===== config.mk =====
export PLATFORM = sky130hd
export DESIGN_NAME = mw_eeprom_reader
export DESIGN_NICKNAME = d
export VERILOG_FILES = /design/src/rtl/mw_eeprom_pkg.sv /design/src/rtl/mw_phase_timer.sv /design/src/rtl/mw_tx_shifter.sv /design/src/rtl/mw_rx_shifter.sv /design/src/rtl/mw_eeprom_reader.sv
export SDC_FILE = /design/constraint.sdc
export NUM_CORES = 1
export LEC_CHECK = 0
export ABC_AREA = 1
export BUFFER_PORTS_ARGS = -buffer_cell sky130_fd_sc_hd__clkbuf_2
export CAP_MARGIN = 20
export CORE_MARGIN = 1
export CORE_UTILIZATION = 40
export CTS_CLUSTER_SIZE = 40
export DETAILED_ROUTE_END_ITERATION = 8
export HOLD_SLACK_MARGIN = 0.05
export PLACE_DENSITY_LB_ADDON = 0.08
export SLEW_MARGIN = 0
export SYNTH_ARGS = -nofsm -noshare
export SYNTH_HDL_FRONTEND = slang
export SYNTH_SLANG_ARGS = --single-unit

===== constraint.sdc =====
create_clock -name clk -period 2.5 [get_ports clk]
set_input_delay 0.125 -clock clk [delete_from_list [all_inputs] [get_ports clk]]
set_output_delay 0.125 -clock clk [all_outputs]
set_load 0.03 [all_outputs]

===== src/rtl/mw_eeprom_pkg.sv =====
package mw_eeprom_pkg;

  typedef enum logic [1:0] {
    ST_IDLE   = 2'd0,
    ST_SETTLE = 2'd1,
    ST_TX     = 2'd2,
    ST_RX     = 2'd3
  } seq_state_t;

  // lead-in zero followed by the read opcode, sent left to right
  localparam int unsigned LEAD_W    = 4;
  localparam logic [3:0]  LEAD_BITS = 4'b0110;

  // phase indices inside one bit slot
  localparam logic [1:0] PH_A = 2'd0;
  localparam logic [1:0] PH_B = 2'd1;
  localparam logic [1:0] PH_C = 2'd2;

  function automatic int unsigned clamp_len(int unsigned raw, int unsigned lo,
                                            int unsigned hi);
    if (raw < lo) return lo;
    if (raw > hi) return hi;
    return raw;
  endfunction

  function automatic logic len_outside(int unsigned raw, int unsigned lo,
                                       int unsigned hi);
    return (raw < lo) || (raw > hi);
  endfunction

  function automatic int unsigned word_intervals(int unsigned len,
                                                 int unsigned data_w);
    return 1 + 3 * (LEAD_W + len + data_w);
  endfunction

  function automatic int unsigned eff_div(int unsigned div);
    return (div == 0) ? 1 : div;
  endfunction

endpackage


===== src/rtl/mw_phase_timer.sv =====
module mw_phase_timer #(
  parameter int DIV_W = 16
) (
  input  logic             clk,
  input  logic             rst_n,
  input  logic             load_i,
  input  logic [DIV_W-1:0] div_i,
  input  logic             run_i,
  output logic             tick_o
);
  logic [DIV_W-1:0] len_q;
  logic [DIV_W-1:0] cnt_q;

  assign tick_o = run_i && (cnt_q == len_q - DIV_W'(1));

  always_ff @(posedge clk or negedge rst_n) begin
    if (!rst_n) begin
      len_q <= DIV_W'(1);
      cnt_q <= '0;
    end else if (load_i) begin
      len_q <= (div_i == '0) ? DIV_W'(1) : div_i;
      cnt_q <= '0;
    end else if (run_i) begin
      cnt_q <= tick_o ? '0 : cnt_q + DIV_W'(1);
    end
  end
endmodule


===== src/rtl/mw_tx_shifter.sv =====
module mw_tx_shifter
  import mw_eeprom_pkg::*;
#(
  parameter int ADDR_MAX = 8,
  parameter int LEN_W    = 4
) (
  input  logic                clk,
  input  logic                rst_n,
  input  logic                load_i,
  input  logic [ADDR_MAX-1:0] addr_i,
  input  logic [LEN_W-1:0]    len_i,
  input  logic                shift_i,
  output logic                bit_o,
  output logic                last_o
);
  localparam int FRAME_W = LEAD_W + ADDR_MAX;
  localparam int CNT_W   = $clog2(FRAME_W + 1);
  localparam logic [LEN_W-1:0] AMAX = LEN_W'(ADDR_MAX);

  logic [FRAME_W-1:0]  frame_q;
  logic [CNT_W-1:0]    left_q;
  logic [ADDR_MAX-1:0] addr_aligned;

  // push the used address bits up against the opcode
  assign addr_aligned = addr_i << (AMAX - len_i);
  assign bit_o  = frame_q[FRAME_W-1];
  assign last_o = (left_q == CNT_W'(1));

  always_ff @(posedge clk or negedge rst_n) begin
    if (!rst_n) begin
      frame_q <= '0;
      left_q  <= '0;
    end else if (load_i) begin
      frame_q <= {LEAD_BITS, addr_aligned};
      left_q  <= CNT_W'(LEAD_W) + CNT_W'(len_i);
    end else if (shift_i) begin
      frame_q <= {frame_q[FRAME_W-2:0], 1'b0};
      left_q  <= left_q - CNT_W'(1);
    end
  end
endmodule


===== src/rtl/mw_rx_shifter.sv =====
module mw_rx_shifter #(
  parameter int DATA_W = 16
) (
  input  logic              clk,
  input  logic              rst_n,
  input  logic              clear_i,
  input  logic              sample_i,
  input  logic              din_i,
  output logic [DATA_W-1:0] word_o
);
  always_ff @(posedge clk or negedge rst_n) begin
    if (!rst_n)        word_o <= '0;
    else if (clear_i)  word_o <= '0;
    else if (sample_i) word_o <= {word_o[DATA_W-2:0], din_i};
  end
endmodule


===== src/rtl/mw_eeprom_reader.sv =====
module mw_eeprom_reader
  import mw_eeprom_pkg::*;
#(
  parameter int ADDR_MIN = 6,
  parameter int ADDR_MAX = 8,
  parameter int LEN_W    = 4,
  parameter int DIV_W    = 16,
  parameter int DATA_W   = 16
) (
  input  logic                clk,
  input  logic                rst_n,
  input  logic                start_i,
  input  logic [ADDR_MAX-1:0] addr_i,
  input  logic [LEN_W-1:0]    addr_len_i,
  input  logic [DIV_W-1:0]    div_i,
  output logic                busy_o,
  output logic                done_o,
  output logic [DATA_W-1:0]   data_o,
  output logic                len_err_o,
  output logic                cs_o,
  output logic                sk_o,
  output logic                di_o,
  input  logic                do_i
);
  localparam int RXC_W = $clog2(DATA_W);

  seq_state_t       state_q;
  logic [1:0]       ph_q;
  logic [RXC_W-1:0] rx_cnt_q;

  // named internal events
  logic             accept_w;
  logic             tick_w;
  logic             slot_end_w;
  logic             tx_shift_w;
  logic             tx_last_w;
  logic             tx_bit_w;
  logic             sample_w;
  logic             word_end_w;
  logic [LEN_W-1:0] len_eff_w;
  logic             len_bad_w;
  logic [DATA_W-1:0] rx_word_w;

  assign accept_w   = start_i && (state_q == ST_IDLE);
  assign len_eff_w  = LEN_W'(clamp_len(32'(addr_len_i), ADDR_MIN, ADDR_MAX));
  assign len_bad_w  = len_outside(32'(addr_len_i), ADDR_MIN, ADDR_MAX);
  assign slot_end_w = tick_w && (ph_q == PH_C);
  assign tx_shift_w = slot_end_w && (state_q == ST_TX) && !tx_last_w;
  assign sample_w   = tick_w && (state_q == ST_RX) && (ph_q == PH_B);
  assign word_end_w = slot_end_w && (state_q == ST_RX) &&
                      (rx_cnt_q == RXC_W'(DATA_W - 1));

  mw_phase_timer #(.DIV_W(DIV_W)) u_timer (
    .clk    (clk),
    .rst_n  (rst_n),
    .load_i (accept_w),
    .div_i  (div_i),
    .run_i  (state_q != ST_IDLE),
    .tick_o (tick_w)
  );

  mw_tx_shifter #(.ADDR_MAX(ADDR_MAX), .LEN_W(LEN_W)) u_tx (
    .clk     (clk),
    .rst_n   (rst_n),
    .load_i  (accept_w),
    .addr_i  (addr_i),
    .len_i   (len_eff_w),
    .shift_i (tx_shift_w),
    .bit_o   (tx_bit_w),
    .last_o  (tx_last_w)
  );

  mw_rx_shifter #(.DATA_W(DATA_W)) u_rx (
    .clk      (clk),
    .rst_n    (rst_n),
    .clear_i  (accept_w),
    .sample_i (sample_w),
    .din_i    (do_i),
    .word_o   (rx_word_w)
  );

  always_ff @(posedge clk or negedge rst_n) begin
    if (!rst_n) begin
      state_q  <= ST_IDLE;
      ph_q     <= PH_A;
      rx_cnt_q <= '0;
    end else begin
      unique case (state_q)
        ST_IDLE: if (accept_w) begin
          state_q <= ST_SETTLE;
          ph_q    <= PH_A;
        end
        ST_SETTLE: if (tick_w) begin
          state_q <= ST_TX;
          ph_q    <= PH_A;
        end
        ST_TX: if (tick_w) begin
          if (ph_q == PH_C) begin
            ph_q <= PH_A;
            if (tx_last_w) begin
              state_q  <= ST_RX;
              rx_cnt_q <= '0;
            end
          end else begin
            ph_q <= ph_q + 2'd1;
          end
        end
        ST_RX: if (tick_w) begin
          if (ph_q == PH_C) begin
            ph_q <= PH_A;
            if (word_end_w) state_q  <= ST_IDLE;
            else            rx_cnt_q <= rx_cnt_q + RXC_W'(1);
          end else begin
            ph_q <= ph_q + 2'd1;
          end
        end
        default: state_q <= ST_IDLE;
      endcase
    end
  end

  always_ff @(posedge clk or negedge rst_n) begin
    if (!rst_n) begin
      done_o    <= 1'b0;
      data_o    <= '0;
      len_err_o <= 1'b0;
    end else begin
      done_o <= word_end_w;
      if (word_end_w) data_o    <= rx_word_w;
      if (accept_w)   len_err_o <= len_bad_w;
    end
  end

  assign busy_o = (state_q != ST_IDLE);
  assign cs_o   = (state_q != ST_IDLE);
  assign sk_o   = ((state_q == ST_TX) && (ph_q == PH_B)) ||
                  ((state_q == ST_RX) && (ph_q != PH_C));
  assign di_o   = (state_q == ST_TX) ? tx_bit_w : 1'b0;

endmodule


Yosys cells after proc, flatten, opt, wreduce, memory -nomap -nowiden
Index checks and enable logic that the tools add are counted.
{ "op_classes": {"add_sub_neg": 7, "n_lt_le_gt_ge": 2, "eq_ne": 19, "n_shift": 1, "n_mux": 39, "reduce_logical": 25} }
{ "ops": {"columns": ["operator", "n"], "rows": [
  ["$mux 16", 6],
  ["$mux 4", 11],
  ["$mux 12", 2],
  ["$mux 2", 12],
  ["$ne 2x2->1 const B", 10],
  ["$add 16x1->16 const B", 1],
  ["$eq 16x16->1", 1],
  ["$logic_not 16->1", 1],
  ["$sub 16x1->16 const B", 1],
  ["$logic_and 1x1->1", 11],
  ["$reduce_bool 2->1", 5],
  ["$pmux 2 s4", 1],
  ["$pmux 4 s2", 1],
  ["$reduce_and 8->1", 1],
  ["$shl 8x4->8", 1],
  ["$reduce_and 7->1", 1],
  ["$eq 2x2->1 const B", 3],
  ["$pmux 2 s3", 1],
  ["$add 3x4->4 const A", 1],
  ["$add 4x1->4 const B", 1],
  ["$eq 2x1->1 const B", 2],
  ["$eq 4x1->1 const B", 1],
  ["$eq 4x4->1 const B", 1],
  ["$gt 4x4->1 const B", 1],
  ["12 further kinds", 16]
]} }
{ "totals": {"ff_bits": 90, "input_bits": 32, "out_inout_bits": 22} }

Depth between registers and ports, before layout
{ "logic_depth": {"depth_word": 10, "depth_mapped": 19, "depth_no_buf": 19} }

By module
A second synthesis with hierarchy kept.
{ "hier_totals": {"hier_cells": 750, "hier_area_um2": 5476.5} }
{ "by_module_without_submodules": {"columns": ["module", "n_inst", "cells_each", "area_per_inst_um2", "seq_area_each_um2"], "rows": [
  ["mw_phase_timer", 1, 362, 2373.5, 802.0],
  ["mw_eeprom_reader", 1, 168, 1363.8, 650.6],
  ["mw_tx_shifter", 1, 150, 1088.5, 400.4],
  ["mw_rx_shifter", 1, 70, 650.6, 400.4]
]} }

Worst setup path after synthesis
Ideal clock, no wire load.
{ "synth_path": {"path_kind": "register to register", "from": "register u_timer.len_q[0]", "to": "register state_q[0]", "setup_ns": 0.117, "t_arrival_ns": 2.113, "t_required_ns": 2.383, "setup_slack_ns": 0.270, "stages_incl_launch_ff": 18, "synth_period_minus_slack_ns": 2.230, "path_cell_list": "dfstp_2 -> inv_2 -> ha_1 -> nand2_1 -> inv_1 -> nor2_1 -> nand3_1 -> nor2_1 -> nand2_1 -> nor2_2 -> nand3_1 -> nor2_1 -> nand4_1 -> buf_2 -> nand2_1 -> nand2_1 -> nand2_1 -> nand2_1"} }
{ "synth_between": {"elab_chain_cells": 8, "word_cells_on_any_way": 11} }
{ "synth_rtl": {"columns": ["element", "line", "rtl"], "rows": [
  ["start, declared", "mw_phase_timer.sv:11", "logic [DIV_W-1:0] len_q;"],
  ["start signal, assigned", "mw_phase_timer.sv:21", "len_q <= (div_i == '0) ? DIV_W'(1) : div_i;"],
  ["$sub 16x1->16 (*)", "mw_phase_timer.sv:14", "assign tick_o = run_i && (cnt_q == len_q - DIV_W'(1));"],
  ["$eq 16x16->1 (*)", "mw_phase_timer.sv:14", null],
  ["$logic_and 1x1->1 (*)", "mw_phase_timer.sv:14", null],
  ["$logic_and 1x1->1", "mw_eeprom_reader.sv:47", "assign slot_end_w = tick_w && (ph_q == PH_C);"],
  ["$logic_and 1x1->1 (2 in series)", "mw_eeprom_reader.sv:50", "assign word_end_w = slot_end_w && (state_q == ST_RX) &&"],
  ["$ne 2x2->1 (no line)", null, null],
  ["$reduce_and 8->1 (no line) (*)", null, null],
  ["end signal, assigned", "mw_eeprom_reader.sv:84", "state_q <= ST_IDLE;"],
  ["end signal, assigned", "mw_eeprom_reader.sv:90", "state_q <= ST_SETTLE;"],
  ["end signal, assigned", "mw_eeprom_reader.sv:94", "state_q <= ST_TX;"],
  ["end, declared", "mw_eeprom_reader.sv:27", "seq_state_t state_q;"]
]} }
Mark *: on every way between the ends. The rest lies on a longest branch, timed or not.
A chain may end at the register's enable or synchronous reset.

Worst setup path after layout
{ "layout_path": {"from": "register u_timer.len_q[0]", "to": "register u_tx.frame_q[2]"} }
{ "layout_between": {"elab_chain_cells": 7} }
{ "layout_rtl": {"columns": ["element", "line", "rtl"], "rows": [
  ["$sub 16x1->16", "mw_phase_timer.sv:14", null],
  ["$eq 16x16->1", "mw_phase_timer.sv:14", null],
  ["$logic_and 1x1->1", "mw_phase_timer.sv:14", null],
  ["$logic_and 1x1->1", "mw_eeprom_reader.sv:47", null],
  ["$logic_and 1x1->1 (2 in series)", "mw_eeprom_reader.sv:48", "assign tx_shift_w = slot_end_w && (state_q == ST_TX) && !tx_last_w;"],
  ["$reduce_bool 2->1 (no line)", null, null],
  ["end signal, assigned", "mw_tx_shifter.sv:34", "frame_q <= {LEAD_BITS, addr_aligned};"],
  ["end signal, assigned", "mw_tx_shifter.sv:37", "frame_q <= {frame_q[FRAME_W-2:0], 1'b0};"],
  ["end, declared", "mw_tx_shifter.sv:20", "logic [FRAME_W-1:0] frame_q;"]
]} }
Every way passes these cells.

==> metrics.txt <==
status completed; Yosys reg bits 90; Area Overhead vs Synth 23.3%; fmax 417 MHz; DP Cell Count 902; Pwr Density 914 mW/mm²; VDD IR max 0.420 mV; Ant. Diodes 0; fin crit period 2400 ps; Overall Global Routing Usage 0.202; Via-to-Cell Ratio 4.84; CTS Buffer Depth 2; top cell type by total area after synthesis dfrtp_1; Worst EP required 2730 ps; sequential power share 0.348; Sw Share 0.422; vias 4,553; vias in the first global route 4,244; Setup CP Type flip-flop to flip-flop; Top delay family on crit path simple AND/OR/NAND/NOR gates; syn_nets 723; setup ws final 104 ps; R2R setup slack 100 ps; Post-synth top cells nand2_1, dfrtp_1, inv_1; RSZ-0062 raised after global routing true; Hold EP len_err_o; I/O Pins 54; Clock Sinks 90; Worst Path Buf+Inv 3; # DRC 0; crit path launch u_timer.len_q[0]; CP dominant cell by count nor2_2; Worst R2R Start u_timer.len_q[0]; Die Wd 115 µm; Max Clock Skew 12.4 ps; post-synthesis mux area share 0; CP max stage delay 540 ps; max cap viols 0; CP endpoint kind flip-flop; Post-Syn Area per Cell 7.54 µm²; WL/cell 13.5 µm; commonest register cell after synthesis dfrtp_1; final hold viol count 0; crit-path cells inv_2 > ha_4 > nand2_2 > inv_2 > nor2_2 > nand3_1 > nor2_1 > nand2_1 > nor2_2 > nand2_1 > nor2_2 > nand2_2 > nor2_4 > nand3_2 > nand2_4 > buf_12 > o21ai_0; Slew HR 0.663; area of the core 0.0126 mm²; synth top area cells dfrtp_1, nand2_1, inv_1; Worst setup SP type flip-flop; Synth Area in XOR/XNOR 0.0324; Post-synth EDFFs 0; worst-path fanout max 22; Setup TNS 0 ps; Post-Syn Area 0.00513 mm²; Antenna Nets Post-Route 0; H-tree depth 3; most frequent cell after synthesis nand2_1; reg-to-reg endpoint u_tx.frame_q[2]; post-synthesis compound-gate area fraction 0.119; Worst Reg-to-Reg Cells 17; Tightest Pin Transition 506 ps; grt ovf 0; Slew Viols, Final 0; drt first-iter violations 249; post-synthesis adder-cell area fraction 0.0268; main combinational cell family by area after synthesis simple AND/OR/NAND/NOR gates; Critical Path AT 2630 ps; Post-Synth Simple-Gate Area 0.293; Yosys warning count 0; Leak 3.09 nW; total internal power 3.34 mW; Reg clk slew, reported paths 70 ps; Synth cell types 40; Total Wirelength 12.7 mm; post-place setup slack 48.0 ps; initial antenna violation count 0; share of layout cells above drive strength 1 0.212; Initial Utilization 0.408; largest net degree at the start of global routing 37; ys async rst share 1.00; post-DP HPWL 9.10 mm; Die ar. 0.0133 mm²; Root Buffer clkbuf_16; sequential share of the synthesized area 0.439; Switching Power 2.44 mW; Final Cycle Share 0.958; Rows 41; Final Net Count 807; Placer Congestion 0.879; combinational fraction of design power 0.418; hold path depth 3; die height 115 µm; Crit-path slowest cell dfstp_2; clk_lat worst skew 350 ps; Hold Crit Class primary input to flip-flop; Post-Syn Instances 680; Final Non-Filler Cells 941; clock share of power 0.235; first-pass GRT wire length 20.5 mm; Hold Startpoint addr_len_i[0]; CTS Buf Count 9; Yosys top cell area share 0.434; number of setup violations in the final report 0; CTS tree done; Pre-Repair DR Iteration Count 5; quantity of I/O buffers inserted on ports 53
==> metrics by stage <==
step                      utilization  hold WS [ps]  area, µm²  power (mW)
after floorplan                     -          -171       5130        3.70
after CTS                       0.487          54.3       6120        5.72
final                           0.503          60.7       6330        5.78
after global placement          0.449           130       5640        4.29
after detailed placement        0.449           134       5640        4.31
after global routing            0.503          85.4       6330        6.25
==> metal layers <==
metal	up-vias	track usage	share of wire
li1	2337	-	-
met1	2142	0.276	0.50
met4	0	0.0502	0.0080
met5	-	0	0
met3	8	0.0480	0.031
met2	66	0.324	0.46
==> placed cells by master, fill, tap and decap left out, types with 6 or more instances in the layout <==
cell and instances:
ha_1 10, inv_1 82, o22ai_1 12, clkbuf_16 11, xnor2_1 6, nand2_2 24, dfrtp_1 89, clkbuf_2 52
nand3_1 31, nand2_1 190, buf_4 13, dlygate4sd3_1 18, xor2_1 13, inv_2 6, nor3_1 6, o21ai_0 52
o21ai_2 11, nor2_1 48, nor2_2 12, nand4_1 9, o21ai_1 17
==> final cells by class <==
class                      instances  area [µm²]
timing repair buffer              92         702
tap                              172         215
fill                            1239        6240
inverter                          89         339
multi-input combinational        482        2520
clock buffer                      10         239
sequential                        90        2250
clock inverter                     6        53.8
==> cell families (layout without fill, tap and decap cells) <==
kind of cell               Yosys count  count (layout)
and+or+nand+nor                    345             345
buffers and inverters              108             197
AOI/OAI and AO/OA                  107             107
DFF                                 90              90
xor gates and xnor gates            19              19
adders and majority gates           11              11
==> power by group through the flow <==
| stage | Combinational (mW) | Sequential (mW) | Clock (mW) |
|---|---|---|---|
| CTS | 2.32 | 2.00 | 1.40 |
| detailed placement | 2.28 | 2.03 | 0 |
| global placement | 2.26 | 2.03 | 0 |
| finish | 2.42 | 2.01 | 1.36 |
| floorplan | 1.72 | 1.97 | 0 |
| global route | 2.75 | 2.05 | 1.46 |
==> flip-flops by register name, summed over array words and instances (netlist names) <==
| name | count |
|---|---|
| data_o | 16 |
| u_rx.word_o | 16 |
| u_timer.cnt_q | 16 |
| u_timer.len_q | 16 |
| u_tx.frame_q | 12 |
| rx_cnt_q | 4 |
| u_tx.left_q | 4 |
| ph_q | 2 |
| state_q | 2 |
| done_o | 1 |
| len_err_o | 1 |
==> how the worst max path moves through the flow <==
stage / end / slack [ps] / depth (start not counted)
global route: u_tx.frame_q[1] / -100 / 17
global placement: data_o[5] / 70 / 16
detailed placement: u_tx.frame_q[3] / 50 / 17
finish: u_tx.frame_q[2] / 100 / 17
floorplan: state_q[0] / 270 / 17
CTS: u_tx.frame_q[2] / 40 / 15
==> worst reg2reg max path, cell delays in order, from the launching register on <==
cell and delay [ps]:
dfstp_2 540, inv_2 50, ha_4 240, nand2_2 60, inv_2 30, nor2_2 60
nand3_1 80, nor2_1 100, nand2_1 70, nor2_2 130, nand2_1 80, nor2_2 150
nand2_2 90, nor2_4 120, nand3_2 120, nand2_4 110, buf_12 170, o21ai_0 90
==> what timing repair did <==
item / in CTS / in global routing
hold endpoints to repair: 50 / 0
setup endpoints to repair: 0 / 70
resized for setup: 0 / 48
buffers inserted: 0 / 2
hold buffers: 18 / 0
Power figures use the tool's default switching activity.
